[src/rtl/rsq_pkg.sv]
package rsq_pkg;
  typedef enum logic [1:0] {
    ST_RUN   = 2'd0,
    ST_HOLD  = 2'd1,
    ST_SUSP  = 2'd2,
    ST_DELAY = 2'd3
  } rsq_state_e;

  localparam int unsigned POS_POR = 4;
  localparam int unsigned POS_USB = 5;
  localparam int unsigned POS_WDG = 6;
  localparam logic [7:0]  CAUSE_MASK = (8'd1 << POS_POR) | (8'd1 << POS_USB) | (8'd1 << POS_WDG);
endpackage

[src/rtl/rsq_sync.sv]
module rsq_sync #(
  parameter int unsigned W = 1
) (
  input  logic         clk,
  input  logic         rst_n,
  input  logic [W-1:0] d,
  output logic [W-1:0] q
);
  for (genvar i = 0; i < W; i++) begin : g_bit
    logic meta_q, sync_q;
    always_ff @(posedge clk or negedge rst_n) begin
      if (!rst_n) begin
        meta_q <= 1'b0;
        sync_q <= 1'b0;
      end else begin
        meta_q <= d[i];
        sync_q <= meta_q;
      end
    end
    assign q[i] = sync_q;
  end
endmodule

[src/rtl/rsq_cause.sv]
module rsq_cause
  import rsq_pkg::*;
(
  input  logic       clk,
  input  logic       rst_n,
  input  logic       set_por,
  input  logic       set_usb,
  input  logic       set_wdg,
  input  logic       wr_en,
  input  logic [7:0] wr_data,
  output logic [7:0] q
);
  logic [7:0] q_d, clr_mask, set_mask;

  always_comb begin
    clr_mask = wr_en ? wr_data : 8'h00;
    if (set_por) clr_mask = clr_mask | CAUSE_MASK;   // power-on wipes older causes
    set_mask = 8'h00;
    set_mask[POS_POR] = set_por;
    set_mask[POS_USB] = set_usb;
    set_mask[POS_WDG] = set_wdg;
    q_d = ((q & ~clr_mask) | set_mask) & CAUSE_MASK; // set beats clear
  end

  always_ff @(posedge clk or negedge rst_n) begin
    if (!rst_n) q <= 8'h00;
    else        q <= q_d;
  end

  p_por_flag_r2: assert property (@(posedge clk) disable iff (!rst_n)
    set_por |=> q[POS_POR]);
  p_wdg_flag_r6: assert property (@(posedge clk) disable iff (!rst_n)
    (set_wdg && !set_por) |=> (q[POS_WDG] && (q[POS_POR] == $past(q[POS_POR]) || $past(wr_en))));
  p_w1c_r8: assert property (@(posedge clk) disable iff (!rst_n)
    (wr_en && wr_data[POS_POR] && !set_por) |=> !q[POS_POR]);
  p_set_wins_r9: assert property (@(posedge clk) disable iff (!rst_n)
    (set_usb && wr_en && wr_data[POS_USB]) |=> q[POS_USB]);
endmodule

[src/rtl/rsq_delay.sv]
module rsq_delay #(
  parameter int unsigned SHORT_CYC = 1536,
  parameter int unsigned LONG_CYC  = 1152000
) (
  input  logic clk,
  input  logic rst_n,
  input  logic load,
  input  logic use_long,
  input  logic count_en,
  output logic done
);
  localparam int unsigned CW = (LONG_CYC > 1) ? $clog2(LONG_CYC) : 1;
  localparam logic [CW-1:0] SHORT_LD = CW'(SHORT_CYC - 1);
  localparam logic [CW-1:0] LONG_LD  = CW'(LONG_CYC - 1);

  logic [CW-1:0] cnt_q, cnt_d;

  always_comb begin
    cnt_d = cnt_q;
    if (load)                           cnt_d = use_long ? LONG_LD : SHORT_LD;
    else if (count_en && cnt_q != '0)   cnt_d = cnt_q - 1'b1;
  end

  always_ff @(posedge clk or negedge rst_n) begin
    if (!rst_n) cnt_q <= '0;
    else        cnt_q <= cnt_d;
  end

  assign done = (cnt_q == '0);

  p_cnt_bound_r5: assert property (@(posedge clk) disable iff (!rst_n)
    cnt_q <= LONG_LD);
  p_cnt_moves_r5: assert property (@(posedge clk) disable iff (!rst_n)
    (count_en && !load && !done) |=> (cnt_q == $past(cnt_q) - 1'b1));
endmodule

[src/rtl/reset_startup_seq.sv]
module reset_startup_seq
  import rsq_pkg::*;
#(
  parameter int unsigned SHORT_CYC = 1536,
  parameter int unsigned LONG_CYC  = 1152000
) (
  input  logic       clk,
  input  logic       rst_n,
  input  logic       por_pulse,
  input  logic       wdog_pulse,
  input  logic       usb_bus_rst,
  input  logic       strap_in,
  input  logic       usb_dp,
  input  logic       usb_dm,
  input  logic       cause_wr_en,
  input  logic [7:0] cause_wr_data,
  output logic       cpu_rst,
  output logic       gpio_force_in,
  output logic       suspended,
  output logic [7:0] cause_q
);
  rsq_state_e state_q, state_d;
  logic       gpio_q, gpio_d;
  logic [2:0] sync_q;
  logic       strap_s, dp_s, dm_s;
  logic       lines_idle, line_k, line_se0;
  logic       dly_load, dly_long, dly_en, dly_done;

  rsq_sync #(.W(3)) u_sync (
    .clk  (clk),
    .rst_n(rst_n),
    .d    ({strap_in, usb_dp, usb_dm}),
    .q    (sync_q)
  );
  assign {strap_s, dp_s, dm_s} = sync_q;

  assign lines_idle = dm_s && !dp_s;
  assign line_k     = dp_s && !dm_s;
  assign line_se0   = !dp_s && !dm_s;

  // strap high -> short; else sticky power-on bit -> long; else short
  assign dly_long = !strap_s && cause_q[POS_POR];
  assign dly_en   = (state_q == ST_DELAY);

  always_comb begin
    state_d  = state_q;
    gpio_d   = gpio_q;
    dly_load = 1'b0;
    if (por_pulse) begin
      state_d = ST_HOLD;
      gpio_d  = 1'b1;
    end else if (wdog_pulse) begin
      state_d  = ST_DELAY;
      dly_load = 1'b1;
    end else begin
      unique case (state_q)
        ST_HOLD: begin
          if (strap_s && lines_idle) begin
            state_d = ST_SUSP;
          end else begin
            state_d  = ST_DELAY;
            dly_load = 1'b1;
          end
        end
        ST_SUSP: begin
          if (line_k || line_se0 || usb_bus_rst) begin
            state_d  = ST_DELAY;
            dly_load = 1'b1;
          end
        end
        ST_DELAY: begin
          if (dly_done) begin
            state_d = ST_RUN;
            gpio_d  = 1'b0;
          end
        end
        default: ;
      endcase
    end
  end

  always_ff @(posedge clk or negedge rst_n) begin
    if (!rst_n) begin
      state_q <= ST_RUN;
      gpio_q  <= 1'b0;
    end else begin
      state_q <= state_d;
      gpio_q  <= gpio_d;
    end
  end

  rsq_delay #(.SHORT_CYC(SHORT_CYC), .LONG_CYC(LONG_CYC)) u_delay (
    .clk     (clk),
    .rst_n   (rst_n),
    .load    (dly_load),
    .use_long(dly_long),
    .count_en(dly_en),
    .done    (dly_done)
  );

  rsq_cause u_cause (
    .clk    (clk),
    .rst_n  (rst_n),
    .set_por(por_pulse),
    .set_usb(usb_bus_rst),
    .set_wdg(wdog_pulse),
    .wr_en  (cause_wr_en),
    .wr_data(cause_wr_data),
    .q      (cause_q)
  );

  assign cpu_rst       = (state_q != ST_RUN);
  assign suspended     = (state_q == ST_SUSP);
  assign gpio_force_in = gpio_q;

  p_por_hold_r2: assert property (@(posedge clk) disable iff (!rst_n)
    por_pulse |=> (cpu_rst && gpio_force_in));
  p_susp_stays_r3: assert property (@(posedge clk) disable iff (!rst_n)
    (suspended && !por_pulse && !wdog_pulse && !usb_bus_rst && lines_idle) |=> suspended);
  p_wake_r4: assert property (@(posedge clk) disable iff (!rst_n)
    (suspended && !por_pulse && (line_k || line_se0 || usb_bus_rst)) |=> (!suspended && cpu_rst));
  p_bus_rst_soft_r7: assert property (@(posedge clk) disable iff (!rst_n)
    (usb_bus_rst && !por_pulse && !wdog_pulse && !cpu_rst) |=> !cpu_rst);
  p_gpio_in_reset_r10: assert property (@(posedge clk) disable iff (!rst_n)
    gpio_force_in |-> cpu_rst);
  p_spare_zero_r11: assert property (@(posedge clk) disable iff (!rst_n)
    (cause_q & ~CAUSE_MASK) == 8'h00);
endmodule

[config.mk]
export PLATFORM = sky130hd
export DESIGN_NAME = reset_startup_seq
export DESIGN_NICKNAME = d
export VERILOG_FILES = /design/src/rtl/rsq_pkg.sv /design/src/rtl/rsq_sync.sv /design/src/rtl/rsq_cause.sv /design/src/rtl/rsq_delay.sv /design/src/rtl/reset_startup_seq.sv
export SDC_FILE = /design/constraint.sdc
export NUM_CORES = 1
export LEC_CHECK = 0
export BUFFER_PORTS_ARGS = -buffer_cell sky130_fd_sc_hd__buf_2
export CAP_MARGIN = 25
export CORE_MARGIN = 3
export CORE_UTILIZATION = 55
export DETAILED_ROUTE_END_ITERATION = 10
export PLACE_DENSITY_LB_ADDON = 0.2
export RECOVER_POWER = 25
export SLEW_MARGIN = 20
export SYNTH_ARGS = -nofsm -noshare
export SYNTH_HDL_FRONTEND = slang
export SYNTH_HIERARCHICAL = 1
export SYNTH_SLANG_ARGS = --single-unit
[constraint.sdc]
create_clock -name clk -period 6.4 [get_ports clk]
set_clock_uncertainty 0.05 [all_clocks]
set_input_delay 0.96 -clock clk [delete_from_list [all_inputs] [get_ports clk]]
set_output_delay 0.96 -clock clk [all_outputs]
set_load 0.05 [all_outputs]
[Yosys cells after proc, flatten, opt, wreduce, memory -nomap -nowiden]
Index checks and enable logic that the tools add are counted.
Operators by class
  shift-type cells: 0
  multipliers: 0
  divide/modulo/power cells: 0
  equal/unequal tests: 6
  bitwise operators: 3
  magnitude comparators: 0
  reductions and logical operators: 20
  add/sub/neg operators: 1
  mux-type cells: 20
Operators by type and width (number)
  $mux 21: 3
  $logic_not 21->1: 1
  $reduce_bool 21->1: 1
  $sub 21x1->21 const B: 1
  $mux 7: 2
  $mux 1: 9
  $mux 2: 4
  $reduce_bool 2->1: 4
  $and 7x7->7: 1
  $not 7->7: 1
  $or 7x7->7: 1
  $logic_and 1x1->1: 6
  $pmux 2 s3: 1
  $reduce_and 3->1: 2
  $reduce_bool 5->1: 1
  $eq 2x2->1 const B: 2
  $ne 4x3->1 const B: 1
  $ne 4x4->1 const B: 1
  $logic_not 1->1: 3
  $eq 2x1->1 const B: 1
  $logic_or 1x1->1: 2
  $ne 2x2->1 const B: 1
  $pmux 1 s2: 1
Word-level totals
  bits in read-only memories: 0
  bits in writable memories: 0
  memories kept: 0
  bits in latches: 0
  input bits: 17
  register bits after elaboration: 33
  output and inout bits: 11

[Depth between registers and ports, before layout]
  depth in word-level cells: 9
  depth in mapped cells: 9

[Modules after synthesis]
Netlist, hierarchy kept.
Modules (own cells, without submodules)
  rsq_delay: instances 1, cells each 123, area each 1207.4 sq um, sequential area each 525.5 sq um
  reset_startup_seq: instances 1, cells each 31, area each 297.8 sq um, sequential area each 75.1 sq um
  rsq_sync: instances 1, cells each 9, area each 172.7 sq um, sequential area each 150.1 sq um
  rsq_cause: instances 1, cells each 16, area each 156.4 sq um, sequential area each 75.1 sq um

[Worst setup path before layout]
OpenSTA, ideal clock, no wires.
  kind: register -> register
  start: register state_q[0]
  end: register u_delay.cnt_q[10]
  library setup time: 136 ps
  buffers on the path: 2
  path slack: 4129 ps
  data required time: 6214 ps
  stages on the path, launching flop included: 9
  arrival: 2085 ps
  path through: dfrtp_1 -> inv_1 -> ha_1 -> o21ba_2 -> a221oi_1 -> o22ai_1 -> clkbuf_1 -> clkbuf_1 -> o21ai_0
On the way
  longest elaborated chain between the ends: 5
  elaborated cells on any way between the ends: 9
RTL lines
  from (decl): line reset_startup_seq.sv:22  | rsq_state_e state_q, state_d;
  from (signal assigned): line reset_startup_seq.sv:87  | state_q <= state_d;
  $eq 2x2->1 *
  net suspended: line reset_startup_seq.sv:19  | output logic suspended,
  $pmux 1 s2 *: line reset_startup_seq.sv:56  | unique case (state_q)
  $mux 1 *: line reset_startup_seq.sv:52  | end else if (wdog_pulse) begin
  $mux 1 *: line reset_startup_seq.sv:49  | if (por_pulse) begin
  net dly_load: line reset_startup_seq.sv:27  | logic dly_load, dly_long, dly_en, dly_done;
  $mux 21 or $reduce_bool 2->1 (tied branches)
  to (signal assigned): line rsq_delay.sv:26  | else cnt_q <= cnt_d;
  to (decl): line rsq_delay.sv:16  | logic [CW-1:0] cnt_q, cnt_d;
Mark *: on every way through the listed nets, which the timed path passes. The rest lies on a longest branch.
A chain may end at the register's enable or synchronous reset.

[Final worst setup path]
  start: register state_q[0]
  end: output suspended
On the way
  longest elaborated chain between the ends: 1
RTL lines
  $eq 2x2->1: line reset_startup_seq.sv:113  | assign suspended = (state_q == ST_SUSP);
  to (decl): line reset_startup_seq.sv:19
Every way passes these cells.

==> results.json <==
{
  "area_growth_pct": 8.32,
  "timing.critical_path.slowest_stage_cell": "dfrtp_1",
  "worst_path_buffer_plus_inverter_count": 2,
  "post-route-util_pct": 63.5,
  "setup.worst_path.class": "reg2out",
  "wire_length_of_the_first_global_routing_pass_microns": 6070,
  "overall_die_area_sq_um": 4060,
  "routed_wl_microns": 3440,
  "post_dp_cell_area_sq_um": 1910,
  "final_cell_area_sq_um": 1990,
  "irDropWorstVdd_v": 0.000154,
  "yosys_register_bits": 33,
  "insertion_delay_of_the_later_clocked_pin_in_the_worst_skew_pair_ns": 0.34,
  "run_status": "finished with violations",
  "globalRouteMet3Util_pct": 5.80,
  "htree_levels": 2,
  "crit_chain": "inv_1 -> ha_1 -> buf_2",
  "ctsLongestPathBuffers": 2,
  "critical_path.startpoint_type": "flip-flop",
  "cp_data_arrival_time_ns": 1.46,
  "p_leak_nw": 0.782,
  "port-buffer-count": 17,
  "design_power_total_w": 0.000481,
  "cts_made_buffers": 5,
  "num-fill-cells": 293,
  "floorplan.initialDensity_pct": 58.6,
  "rows": 20,
  "cts_hold_buf": 0,
  "asyncSetResetFlopFracSynth_pct": 100,
  "layout_worst_path_cycle_share_pct": 38.6,
  "clock_tree_from_tritoncts": "yes",
  "crit_family": "flip-flops",
  "yosys_warnings": 6,
  "violations": "capacitance limit, slew limit",
  "place.detailed.hpwl_microns": 2520,
  "vias_per_cell": 5.62,
  "syn-mean-instance-area_sq_um": 10.2,
  "die_x_microns": 63.8,
  "area.sequential_sq_um": 826,
  "first_iteration_detailed_routing_drc_count": 56,
  "global_route.usage.met2_pct": 29.3,
  "post_cts_resize_count": 0,
  "detailroute.via_count": 1355,
  "post_drt_wl_per_cell_microns": 14.3,
  "netlist-cell-type-count": 50,
  "area_of_the_core_sq_um": 3130,
  "multi_input_area_sq_um": 896,
  "worstPathRequired_ns": 5.39,
  "antenna-diode-count": 0,
  "grt_setup_unrepaired": "false",
  "syn_inst": 179,
  "layout.cells.most_common_list": "dfrtp_1, buf_2, nor2_1, inv_1",
  "met1_demand_to_capacity_share_in_global_routing_pct": 25.7,
  "detailed_routing_iterations_pass_1": 4,
  "grt_pass1_vias": 1331,
  "slew_headroom_pct": -13.1,
  "cap_viol_max_count": 1,
  "ctsRootBufferMaster": "clkbuf_4",
  "clkTransAtPathRegs_ns": 0.11,
  "final_max_slew_viol_count": 34,
  "final_net_count": 220,
  "synth_area_sq_um": 1830,
  "post_cts_buffers": 0,
  "clock_sink_count": 33,
  "gr_overflow_total": 0,
  "setup-violations-final": 0,
  "antenna_violations_before_repair": 0,
  "holdCritPathClass": "reg2reg",
  "finalHoldWorstSlack_ns": 0.313,
  "critPathMaxStageDelay_ns": 0.44,
  "period_minus_slack_ns": 2.47,
  "hold_viol": 0,
  "final_layout_size_suffix_gt1_share_pct": 16.2,
  "synth-edff-count": 0,
  "largest_net_degree_at_the_start_of_global_routing": 34,
  "floorplan.die.height_microns": 63.8,
  "worstMarginPinSlew_ns": 1.70,
  "max_freq_mhz": 405,
  "worstPathMaxFanout": 6,
  "final_common_cell": "dfrtp_1",
  "synth-main-ff-cell": "dfrtp_1",
  "drt_drc_violations_left": 0,
  "gr-usage-all-layers_pct": 19.1,
  "worst_setup_path_end_kind": "primary output",
  "grt_busiest_layer": "met2",
  "ios": 28,
  "drt.antenna.violating_nets": 0,
  "pwr_density_cell_nw_per_um2": 242,
  "place.gp.congestion": 0.871,
  "timing.setup.tns_ns": 0,
  "synth_seq_area_share_pct": 45.0
}
[cells in the mapped netlist, types with 2 or more instances]
cell type,instances,area share (%)
a21oi_1,3,0.82
or3_1,4,1.4
o31ai_1,2,0.82
nor4_2,3,2.0
nor2_1,12,2.5
nor2b_1,2,0.68
buf_6,2,1.2
xnor2_1,6,2.9
nand4_1,3,1.0
inv_1,10,2.0
dfrtp_1,33,45
xor2_1,6,2.9
a21o_1,2,0.82
nand2b_1,4,1.4
o21ai_0,5,1.4
buf_4,8,3.3
ha_1,7,4.8
and3b_1,2,0.96
a31oi_1,2,0.68
nor3_1,8,2.2
a31o_1,3,1.4
clkbuf_1,2,0.41
o21a_1,5,2.0
or4_1,2,0.82
or3_4,2,1.2
nand2_1,8,1.6
nor4_1,7,2.4
nand3_1,3,0.82
o211ai_1,2,0.82
[through the flow]
stage          cells  setup slack [ns]
3_5_place_dp     233              4.03
3_3_place_gp     233              4.04
4_1_cts          241              3.91
6_report         241              3.93
5_1_grt          241              3.81
2_1_floorplan    183              4.13
[where the power goes]
part / internal, W / switching (W) / leakage [nW]
combinational: 0.0000319 / 0.0000507 / 0.375
sequential: 0.000224 / 0.0000148 / 0.366
clock: 0.0000826 / 0.0000769 / 0.0414
total: 0.000338 / 0.000142 / 0.782
[cells by family (layout without fill, tap and decap cells)]
kind of cell	after synthesis	in the layout	share of synthesized area, %
xor+xnor	12	12	5.73
other cells	1	5	0.204
flops	33	33	45.0
buf+inv	22	36	6.96
simple gates	69	69	23.1
compound gates	35	35	14.2
fa+ha+maj	7	7	4.77
[state kept, by name, summed over array words and instances, names as in the netlist]
| name | flops |
|---|---|
| u_sync/g_bit.meta_q | 3 |
| gpio_force_in | 1 |
| u_cause/q | 3 |
| u_delay/cnt_q | 21 |
| u_sync/g_bit.sync_q | 3 |
| state_q | 2 |
[path summary, 6_finish.rpt]
path | cells after the start | startpoint | slack [ns] | endpoint
worst max-delay path | 3 | state_q[0] | 3.93 | suspended
worst min-delay path | 0 | u_sync/g_bit[1].meta_q | 0.31 | u_sync/g_bit[1].sync_q
worst max register to register | 6 | u_delay/cnt_q[5] | 4.02 | state_q[0]
worst min register to register | 0 | u_sync/g_bit[1].meta_q | 0.31 | u_sync/g_bit[1].sync_q
max in group asynchronous | 1 | rst_n | 4.32 | u_delay/cnt_q[17]
min in group asynchronous | 1 | rst_n | 0.99 | state_q[0]
[area by class of cell]
class	count	area share [%]
multi-input cells	128	45.1
repair buffers	18	4.47
well taps	44	2.77
clock inverters	3	2.33
clock buffers	5	1.89
inverters	10	1.89
flip-flops and latches	33	41.6
[per-layer routing]
| metal | vias up | part of all wire [%] | routed length (microns) |
|---|---|---|---|
| met3 | 4 | 4.0 | 138 |
| met5 | - | 0 | 0 |
| met2 | 25 | 48 | 1640 |
| met4 | 0 | 0.96 | 33 |
| met1 | 654 | 47 | 1630 |
| li1 | 672 | - | - |
Note: power is estimated with default switching activity, not from simulation.
